--- config.mk ---
export PLATFORM = sky130hd
export DESIGN_NAME = twin_port_regbank
export DESIGN_NICKNAME = d
export VERILOG_FILES = /design/src/rtl/twin_port_pkg.sv /design/src/rtl/tpr_storage.sv /design/src/rtl/tpr_bypass.sv /design/src/rtl/tpr_out_latch.sv /design/src/rtl/twin_port_regbank.sv
export SDC_FILE = /design/constraint.sdc
export NUM_CORES = 1
export LEC_CHECK = 0
export ABC_AREA = 1
export CAP_MARGIN = 40
export CORE_MARGIN = 2
export CORE_UTILIZATION = 55
export DETAILED_ROUTE_END_ITERATION = 7
export GPL_TIMING_DRIVEN = 0
export PLACE_DENSITY_LB_ADDON = 0.25
export RECOVER_POWER = 50
export SLEW_MARGIN = 25
export SYNTH_ARGS = -nofsm -noshare
export SYNTH_HDL_FRONTEND = slang
export SYNTH_SLANG_ARGS = --single-unit
--- constraint.sdc ---
create_clock -name clk -period 1.5 [get_ports clk]
set_input_delay 0.225 -clock clk [delete_from_list [all_inputs] [get_ports clk]]
set_output_delay 0.225 -clock clk [all_outputs]
set_load 0.02 [all_outputs]
--- src/rtl/twin_port_pkg.sv ---
package twin_port_pkg;
  localparam int unsigned TP_WORDS = 16;
  localparam int unsigned TP_WIDTH = 4;

  typedef enum logic {
    SRC_STORED   = 1'b0,
    SRC_INFLIGHT = 1'b1
  } rd_src_e;
endpackage

--- src/rtl/tpr_storage.sv ---
module tpr_storage #(
  parameter int unsigned WORDS = twin_port_pkg::TP_WORDS,
  parameter int unsigned WIDTH = twin_port_pkg::TP_WIDTH,
  localparam int unsigned AW = $clog2(WORDS)
) (
  input  logic             clk,
  input  logic             rst_n,
  input  logic [AW-1:0]    waddr_i,
  input  logic [AW-1:0]    raddr_a_i,
  input  logic [WIDTH-1:0] wdata_i,
  input  logic             wr0_n_i,
  input  logic             wr1_n_i,
  output logic             wr_fire_o,
  output logic [WIDTH-1:0] rdata_a_o,
  output logic [WIDTH-1:0] rdata_b_o
);
  logic [WORDS-1:0][WIDTH-1:0] mem;

  // both strobes must be low together
  assign wr_fire_o = ~wr0_n_i & ~wr1_n_i;

  always_ff @(posedge clk) begin
    if (wr_fire_o) mem[waddr_i] <= wdata_i;
  end

  assign rdata_a_o = mem[raddr_a_i];
  assign rdata_b_o = mem[waddr_i];

  AST_WRITE_LANDS: assert property (@(posedge clk) disable iff (!rst_n)
    wr_fire_o |=> (mem[$past(waddr_i)] == $past(wdata_i)));
  AST_NO_STRAY_WRITE: assert property (@(posedge clk) disable iff (!rst_n)
    !wr_fire_o |=> $stable(mem));
endmodule

--- src/rtl/tpr_bypass.sv ---
module tpr_bypass
  import twin_port_pkg::*;
#(
  parameter int unsigned WORDS = TP_WORDS,
  parameter int unsigned WIDTH = TP_WIDTH,
  localparam int unsigned AW = $clog2(WORDS)
) (
  input  logic             clk,
  input  logic             rst_n,
  input  logic [AW-1:0]    addr_a_i,
  input  logic [AW-1:0]    addr_b_i,
  input  logic             wr_fire_i,
  input  logic [WIDTH-1:0] wdata_i,
  input  logic [WIDTH-1:0] stored_a_i,
  input  logic [WIDTH-1:0] stored_b_i,
  output logic [WIDTH-1:0] next_a_o,
  output logic [WIDTH-1:0] next_b_o
);
  rd_src_e src_a;
  rd_src_e src_b;

  function automatic logic [WIDTH-1:0] pick_word(rd_src_e src,
                                                 logic [WIDTH-1:0] stored,
                                                 logic [WIDTH-1:0] inflight);
    return (src == SRC_INFLIGHT) ? inflight : stored;
  endfunction

  always_comb begin
    src_b = wr_fire_i ? SRC_INFLIGHT : SRC_STORED;
    src_a = (wr_fire_i && (addr_a_i == addr_b_i)) ? SRC_INFLIGHT : SRC_STORED;
  end

  assign next_a_o = pick_word(src_a, stored_a_i, wdata_i);
  assign next_b_o = pick_word(src_b, stored_b_i, wdata_i);

  AST_A_BYPASS_MATCH: assert property (@(posedge clk) disable iff (!rst_n)
    (src_a == SRC_INFLIGHT) |-> ((addr_a_i == addr_b_i) && (src_b == SRC_INFLIGHT)));
  AST_IDLE_STORED: assert property (@(posedge clk) disable iff (!rst_n)
    !wr_fire_i |-> ((next_a_o == stored_a_i) && (next_b_o == stored_b_i)));
endmodule

--- src/rtl/tpr_out_latch.sv ---
module tpr_out_latch #(
  parameter int unsigned WIDTH     = twin_port_pkg::TP_WIDTH,
  parameter bit          HAS_CLEAR = 1'b0
) (
  input  logic             clk,
  input  logic             rst_n,
  input  logic             load_i,
  input  logic             clr_n_i,
  input  logic [WIDTH-1:0] d_i,
  output logic [WIDTH-1:0] q_o
);
  logic clr_hit;

  assign clr_hit = HAS_CLEAR && !clr_n_i;

  // the clear wins over loading
  always_ff @(posedge clk or negedge rst_n) begin
    if (!rst_n)       q_o <= '0;
    else if (clr_hit) q_o <= '0;
    else if (load_i)  q_o <= d_i;
  end

  AST_HOLD_CLOSED: assert property (@(posedge clk) disable iff (!rst_n)
    (!load_i && !clr_hit) |=> $stable(q_o));
  AST_LOAD_OPEN: assert property (@(posedge clk) disable iff (!rst_n)
    (load_i && !clr_hit) |=> (q_o == $past(d_i)));

  generate
    if (HAS_CLEAR) begin : g_clear_chk
      AST_CLEAR_ZERO: assert property (@(posedge clk) disable iff (!rst_n)
        !clr_n_i |=> (q_o == '0));
    end
  endgenerate
endmodule

--- src/rtl/twin_port_regbank.sv ---
module twin_port_regbank
  import twin_port_pkg::*;
#(
  parameter int unsigned WORDS = TP_WORDS,
  parameter int unsigned WIDTH = TP_WIDTH,
  localparam int unsigned AW = $clog2(WORDS)
) (
  input  logic             clk,
  input  logic             rst_n,
  input  logic [AW-1:0]    addr_a,
  input  logic [AW-1:0]    addr_b,
  input  logic [WIDTH-1:0] din,
  input  logic             wr0_n,
  input  logic             wr1_n,
  input  logic             lat_open,
  input  logic             clr_a_n,
  input  logic             oe_a_n,
  input  logic             oe_b_n,
  output logic [WIDTH-1:0] qa,
  output logic             qa_vld,
  output logic [WIDTH-1:0] qb,
  output logic             qb_vld
);
  logic             wr_fire;
  logic [WIDTH-1:0] stored_a;
  logic [WIDTH-1:0] stored_b;
  logic [WIDTH-1:0] next_a;
  logic [WIDTH-1:0] next_b;
  logic [WIDTH-1:0] lat_a;
  logic [WIDTH-1:0] lat_b;

  tpr_storage #(.WORDS(WORDS), .WIDTH(WIDTH)) u_storage (
    .clk       (clk),
    .rst_n     (rst_n),
    .waddr_i   (addr_b),
    .raddr_a_i (addr_a),
    .wdata_i   (din),
    .wr0_n_i   (wr0_n),
    .wr1_n_i   (wr1_n),
    .wr_fire_o (wr_fire),
    .rdata_a_o (stored_a),
    .rdata_b_o (stored_b)
  );

  tpr_bypass #(.WORDS(WORDS), .WIDTH(WIDTH)) u_bypass (
    .clk        (clk),
    .rst_n      (rst_n),
    .addr_a_i   (addr_a),
    .addr_b_i   (addr_b),
    .wr_fire_i  (wr_fire),
    .wdata_i    (din),
    .stored_a_i (stored_a),
    .stored_b_i (stored_b),
    .next_a_o   (next_a),
    .next_b_o   (next_b)
  );

  tpr_out_latch #(.WIDTH(WIDTH), .HAS_CLEAR(1'b1)) u_lat_a (
    .clk     (clk),
    .rst_n   (rst_n),
    .load_i  (lat_open),
    .clr_n_i (clr_a_n),
    .d_i     (next_a),
    .q_o     (lat_a)
  );

  tpr_out_latch #(.WIDTH(WIDTH), .HAS_CLEAR(1'b0)) u_lat_b (
    .clk     (clk),
    .rst_n   (rst_n),
    .load_i  (lat_open),
    .clr_n_i (1'b1),
    .d_i     (next_b),
    .q_o     (lat_b)
  );

  assign qa_vld = ~oe_a_n;
  assign qb_vld = ~oe_b_n;
  assign qa     = qa_vld ? lat_a : '0;
  assign qb     = qb_vld ? lat_b : '0;

  AST_B_WRITE_THROUGH: assert property (@(posedge clk) disable iff (!rst_n)
    (wr_fire && lat_open) |=> (lat_b == $past(din)));
  AST_B_IGNORES_CLEAR: assert property (@(posedge clk) disable iff (!rst_n)
    (!clr_a_n && !lat_open) |=> $stable(lat_b));
endmodule

==> out/qor.txt, run 1 <==
Status -> finished clean
Sw power -> 0.001166 W
Cts bufs inserted -> 9
DR DRC count -> 0
Cell area after placement -> 4357 sq um
Fillers -> 661
Layout cells sized above 1 -> 11.86%
DIE WIDTH -> 89.10 microns
Setup_tns -> 0 ps
Max rail drop VDD -> 0.6994 mV
Async S/R FF share, synth -> 11.11%
Final clock skew -> 7.615 ps
Setup violators final -> 0
Sw frac -> 24.85%
Largest net degree at the start of global routing -> 19
Core area -> 7137 sq um
Logic pwr share -> 13.1%
Post-layout min period -> 1420 ps
Slew Viols, Final -> 0
Reg2reg setup slack -> 240 ps
Fin crit share -> 94.63%
Vias -> 3601
Sequence of cells on the critical path -> dlygate4sd3_1, o21ai_0, o21bai_1, nand2_1
Drt first pass iters -> 6
FF-to-FF End -> u_lat_b.q_o[2]
CP endpoint kind -> flip-flop
Pint -> 0.003526 W
Prevailing post-synth register cell -> edfxtp_1
Vias in the first global route -> 3221
CP Buf/Inv Count -> 1
Final instance area -> 4776 sq um
Final core occ -> 66.92%
Critical-path top delay cell -> dlygate4sd3_1
H-tree lvl count -> 3
Seq/Total Area, Yosys -> 53.28%
Clk sinks -> 72
Fin. Hold Viols -> 0
Synth top area share -> 48.26%
Deepest clock path buffer count -> 2
Dominant cell type by area after synthesis -> edfxtp_1
Worst path arrival time -> 1710 ps
Critical path type -> input port to flip-flop
WL/cell -> 16.85 microns
Post-DP HPWL -> 7768 microns
Vias per inst -> 5.423
Die H -> 89.10 microns
IO Pins -> 30
Cell variety after synth -> 18
Worst Max-Slew Pin Slew -> 835.5 ps
Layout area overhead -> 19.92%
Root buffer cell -> clkbuf_8
Startpoint types -> input port
Yosys Warn Count -> 0
Worst Reg-to-Reg Cells -> 8
Drt total wl -> 11190 microns
Synth Instances -> 520
Crit path max fanout -> 18
CP top delay family -> buffers and inverters
RSZ-0062 raised after global routing -> no
Leakage power -> 2.222 nW
Starting Density -> 55.80%
Overall power -> 0.004692 W
Initial antenna violation count -> 0
Mapped cell area -> 3983 sq um
Diodes inserted -> 0
Syn Area/Cell -> 7.659 sq um
DP Worst Slack -> -742.6 ps
Initial DRC count -> 408
Slowest Stage Delay on Critical Path -> 1050 ps
Buffers on Ports -> 25
Reg power frac -> 47.9%
Clk slew on worst S/H paths -> 80 ps
Hold Buf Count CTS -> 0
Final worst slack -> 80.48 ps
CTS tree -> built
Clk pwr share -> 39.0%
Clock Latency Late Sink -> 350 ps
Register bit count reported by yosys -> 72
Site row count -> 31
Fmax achieved -> 0.7045 GHz
Pwr dens -> 982.4 nW/um^2
Mapped Nets -> 540
Worst path required time -> 1790 ps
Area contributors post-synth -> edfxtp_1 (48%), nand2_1 (21%), nand3_1 (6.3%), inv_1 (5.8%), dfrtp_1 (5.0%)
Relative slew slack -> 44.13%
Overall global routing resource usage -> 29.53%
MaxCap Viol Count -> 0
Number of antenna-violating nets in the routed design -> 0
First-pass GRT wire length -> 16800 microns
Commonest cells in the netlist -> nand2_1 (222), edfxtp_1 (64), inv_1 (62)
Top-count cell post-synth -> nand2_1
Grt ovf -> 0
Hold Path Class -> input port to async pin
Die area -> 7938 sq um
Nets -> 580
CP Depth -> 4
Reg2reg start -> u_storage.mem[30]
Post-synth EDFFs -> 64
Final GP Congestion -> 1.030
-- worst reg2reg max path, cell delays in order, from the launching register on --
cell and delay, ps:
edfxtp_1 410, nand2_1 90, o21ai_0 110, nand2_1 110, nand2_1 60, nand2_1 50
nand3_1 110, o21bai_1 160, nand2_1 60
-- registers in the layout (all words and copies together), names as in the netlist --
signal / cells
u_lat_a.q_o: 4
u_lat_b.q_o: 4
u_storage.mem: 64
-- repair_timing --
action | 4_1_cts | 5_1_grt
buffers inserted | 0 | 4
resized for setup | 55 | 6
cloned | 0 | 0
endpoints found under the setup margin | 74 | 28
pin swaps | 1 | 1
-- metal layers --
layer  up-vias  GRT usage (%)  share of wire, %
met5         -              0                 0
met4         0          13.57               3.8
met3        42          6.648               9.0
met2       188          47.21                47
met1      1652          38.44                41
li1       1719              -                 -
-- worst max path at each step --
stage	from	to	slack [ps]
floorplan	addr_b[1]	u_storage.mem[0]	90
global placement	addr_b[0]	u_storage.mem[44]	-680
detailed placement	addr_b[0]	u_storage.mem[44]	-740
CTS	addr_b[2]	u_storage.mem[11]	0.5
global route	din[2]	u_lat_b.q_o[2]	10
finish	din[2]	u_lat_b.q_o[2]	80
-- area by class of cell --
class / instances / area [sq um] / share of cell area [%]
Timing Repair Buffer: 29 / 267.8 / 5.607
Clock inverter: 6 / 107.6 / 2.253
Inverter: 67 / 251.5 / 5.266
Sequential cell: 72 / 2122 / 44.43
Multi-Input combinational cell: 360 / 1647 / 34.48
Buffer: 21 / 128.9 / 2.698
Tap cell: 99 / 123.9 / 2.594
Clock buffer: 10 / 127.6 / 2.672
-- cell usage in the layout (no fill, tap or decap), drive strengths merged, types with 4 or more instances in the layout --
cell type	instances
a21oi	5
buf	22
clkbuf	13
clkdlybuf4s50	9
dfrtp	8
dlygate4sd2	11
edfxtp	64
inv	67
nand2	222
nand3	51
nor2	47
o21ai	30
o21bai	4
-- cell families (layout without fill, tap and decap cells) --
group / after synthesis / after routing / share of synthesized area, %
XOR/XNOR: 1 / 1 / 0.2200
buffers and inverters: 88 / 133 / 9.394
flip-flops: 72 / 72 / 53.28
AO/OA/AOI/OAI: 39 / 39 / 5.152
AND/OR/NAND/NOR: 320 / 320 / 31.95
-- power by group through the flow --
stage	combinational [W]	clock, W	sequential (W)
2_1_floorplan	0.000341	0	0.00228
3_3_place_gp	0.000565	0	0.00229
3_5_place_dp	0.000573	0	0.00229
4_1_cts	0.000598	0.00185	0.00225
5_1_grt	0.000670	0.00194	0.00225
6_report	0.000615	0.00183	0.00225
-- through the flow --
| stage | std cells | hold slack (ps) |
|---|---|---|
| 5_1_grt | 664 | 243.4 |
| 3_3_place_gp | 644 | 464.6 |
| 4_1_cts | 660 | 146.4 |
| 6_report | 664 | 218.5 |
| 2_1_floorplan | 520 | -70.59 |
| 3_5_place_dp | 644 | 466.1 |
(Power assumes the default switching activity.)
==> inputs of run 2 (changes only) <==
- MAX_ROUTING_LAYER: unset -> met4
- SLEW_MARGIN: 25 -> 0
==> run 2 against run 1 <==
Compared with the run above:
- critical path depth stayed put
- cell count decreased by 0.45%
- combinational power is 2% lower
- via count up 0.39%
- largest power group unchanged
- first-iteration DRC count decreased by 21%
==> out/qor.txt, run 2 (synthesis gave the netlist of run 1 again) <==
Diodes inserted -> 0 (unchanged)
Buffers on Ports -> 25 (unchanged)
DP Worst Slack -> -656.5 ps (+86.09 ps)
Overall global routing resource usage -> 30.53% (+1.0 points)
Hold Path Class -> input port to async pin
Die area -> 7938 sq um (unchanged)
Deepest clock path buffer count -> 2 (unchanged)
Largest register FFs -> 64 (unchanged)
Slew Viols, Final -> 0 (unchanged)
DR DRC count -> 0 (unchanged)
Layout area overhead -> 17.50%
Leakage power -> 2.171 nW (-2.3%)
DIE WIDTH -> 89.10 microns (unchanged)
Relative slew slack -> 36.81% (-7.3 points)
Cts bufs inserted -> 9 (unchanged)
CP endpoint kind -> flip-flop
Final clock skew -> 9.549 ps (+1.934 ps)
FF-to-FF End -> u_lat_a.q_o[3]
Post-layout min period -> 1411 ps (-8.353 ps)
Worst Reg-to-Reg Cells -> 8 (unchanged)
Startpoint types -> input port
Vias per inst -> 5.469 (+0.84%)
RSZ-0062 raised after global routing -> no
Max rail drop VDD -> 0.5476 mV (-22%)
Register Area -> 2122 sq um (unchanged)
Critical path type -> input port to flip-flop
Final worst slack -> 88.83 ps (+8.353 ps)
Worst path arrival time -> 1460 ps (-250 ps)
Clk slew on worst S/H paths -> 80 ps (about the same)
Post-DP HPWL -> 8161 microns (+5.1%)
Most common cell after layout, fill and taps aside -> nand2_1
Grt ovf -> 0 (unchanged)
Worst Max-Slew Pin Slew -> 947.8 ps (+112.3 ps)
Fin. Hold Viols -> 0 (unchanged)
Reg2reg start -> u_storage.mem[23]
Crit path max fanout -> 10 (-8)
Number of antenna-violating nets in the routed design -> 0 (unchanged)
First-pass GRT wire length -> 16860 microns (+0.33%)
Starting Density -> 55.80% (unchanged)
Status -> finished clean
Initial DRC count -> 323 (-21%)
Site row count -> 31 (unchanged)
Nets -> 577 (-0.52%)
Overall power -> 0.004380 W (-6.6%)
Final core occ -> 65.57% (-1.3 points)
MaxCap Viol Count -> 0 (unchanged)
Die H -> 89.10 microns (unchanged)
Fmax achieved -> 0.7086 GHz (+0.59%)
Fillers -> 656 (-0.76%)
Largest net degree at the start of global routing -> 19 (unchanged)
Fin crit share -> 94.08% (-0.56 points)
IO Pins -> 30 (unchanged)
Vias -> 3615 (+0.39%)
Root buffer cell -> clkbuf_8
Final GP Congestion -> 0.9566 (-7.1%)
Reg2reg setup slack -> 280 ps (+40 ps)
WL/cell -> 16.99 microns (+0.86%)
Drt first pass iters -> 6 (unchanged)
Most frequent cells in the layout -> nand2_1 (220), edfxtp_1 (64), inv_1 (60)
Clk sinks -> 72 (unchanged)
CTS tree -> built
Area of the multi-input gates -> 1617 sq um (-1.8%)
Core area -> 7137 sq um (unchanged)
Setup violators final -> 0 (unchanged)
Pwr dens -> 936.0 nW/um^2 (-4.7%)
Initial antenna violation count -> 0 (unchanged)
Vias in the first global route -> 3225 (+0.12%)
Worst path required time -> 1550 ps (-240 ps)
Placed cell count -> 644 (unchanged)
Biggest register -> u_storage.mem
Layout Cells excl Fill -> 661 (-0.45%)
Largest regs -> u_storage.mem: 64 flops, u_lat_a.q_o: 4 flops, u_lat_b.q_o: 4 flops
Drt total wl -> 11230 microns (+0.40%)
Setup_tns -> 0 ps (unchanged)
H-tree lvl count -> 3 (unchanged)
Layout cells sized above 1 -> 12.10% (+0.24 points)
Clock Latency Late Sink -> 350 ps (about the same)
[run 2: per-stage QoR]
stage / hold slack, ps / area, sq um
floorplan: -70.59 / 3983
global placement: 463.2 / 4357
detailed placement: 465.2 / 4357
CTS: 158.7 / 4671
global route: 255.6 / 4679
finish: 207.8 / 4679
[run 2: power by group]
group,switching (W),internal (W)
clock,0.000767,0.000765
combinational,0.000410,0.000192
sequential,0.0000204,0.00223
[run 2: what timing repair did]
action	CTS	global route
buffers inserted	0	1
pin swaps	0	1
hold buffers	0	0
setup endpoints to repair	75	68
endpoints found under the hold margin	0	0
resized for setup	51	6
[run 2: worst max path at each step]
stage                   start                end  slack (ps)  cells after the start
floorplan           addr_b[1]   u_storage.mem[0]          90                      6
global placement    addr_b[0]  u_storage.mem[62]        -610                      5
detailed placement  addr_b[0]  u_storage.mem[45]        -660                      5
CTS                     wr1_n  u_storage.mem[45]         -10                      4
global route           din[1]     u_lat_b.q_o[1]          10                      4
finish              addr_b[1]  u_storage.mem[45]          90                      4
[run 2: worst max-delay path: stages]
cell      delay (ps)
buf_2            170
clkbuf_1         460
nand3_2          350
nor2_4           250
[run 2: cell type report]
type	instances	share of cell area [%]
Sequential cell	72	45.35
Multi-Input combinational cell	360	34.55
Inverter	67	5.374
Timing Repair Buffer	26	5.187
Buffer	21	2.754
Clock buffer	9	2.647
Tap cell	99	2.647
Clock inverter	7	1.497
[run 2: routing by layer]
layer	vias up	global-route usage [%]	wire, microns
met2	197	48.08	5321
met1	1675	39.92	4586
met4	0	11.13	358
met5	-	-	0
li1	1710	-	-
met3	33	5.171	966
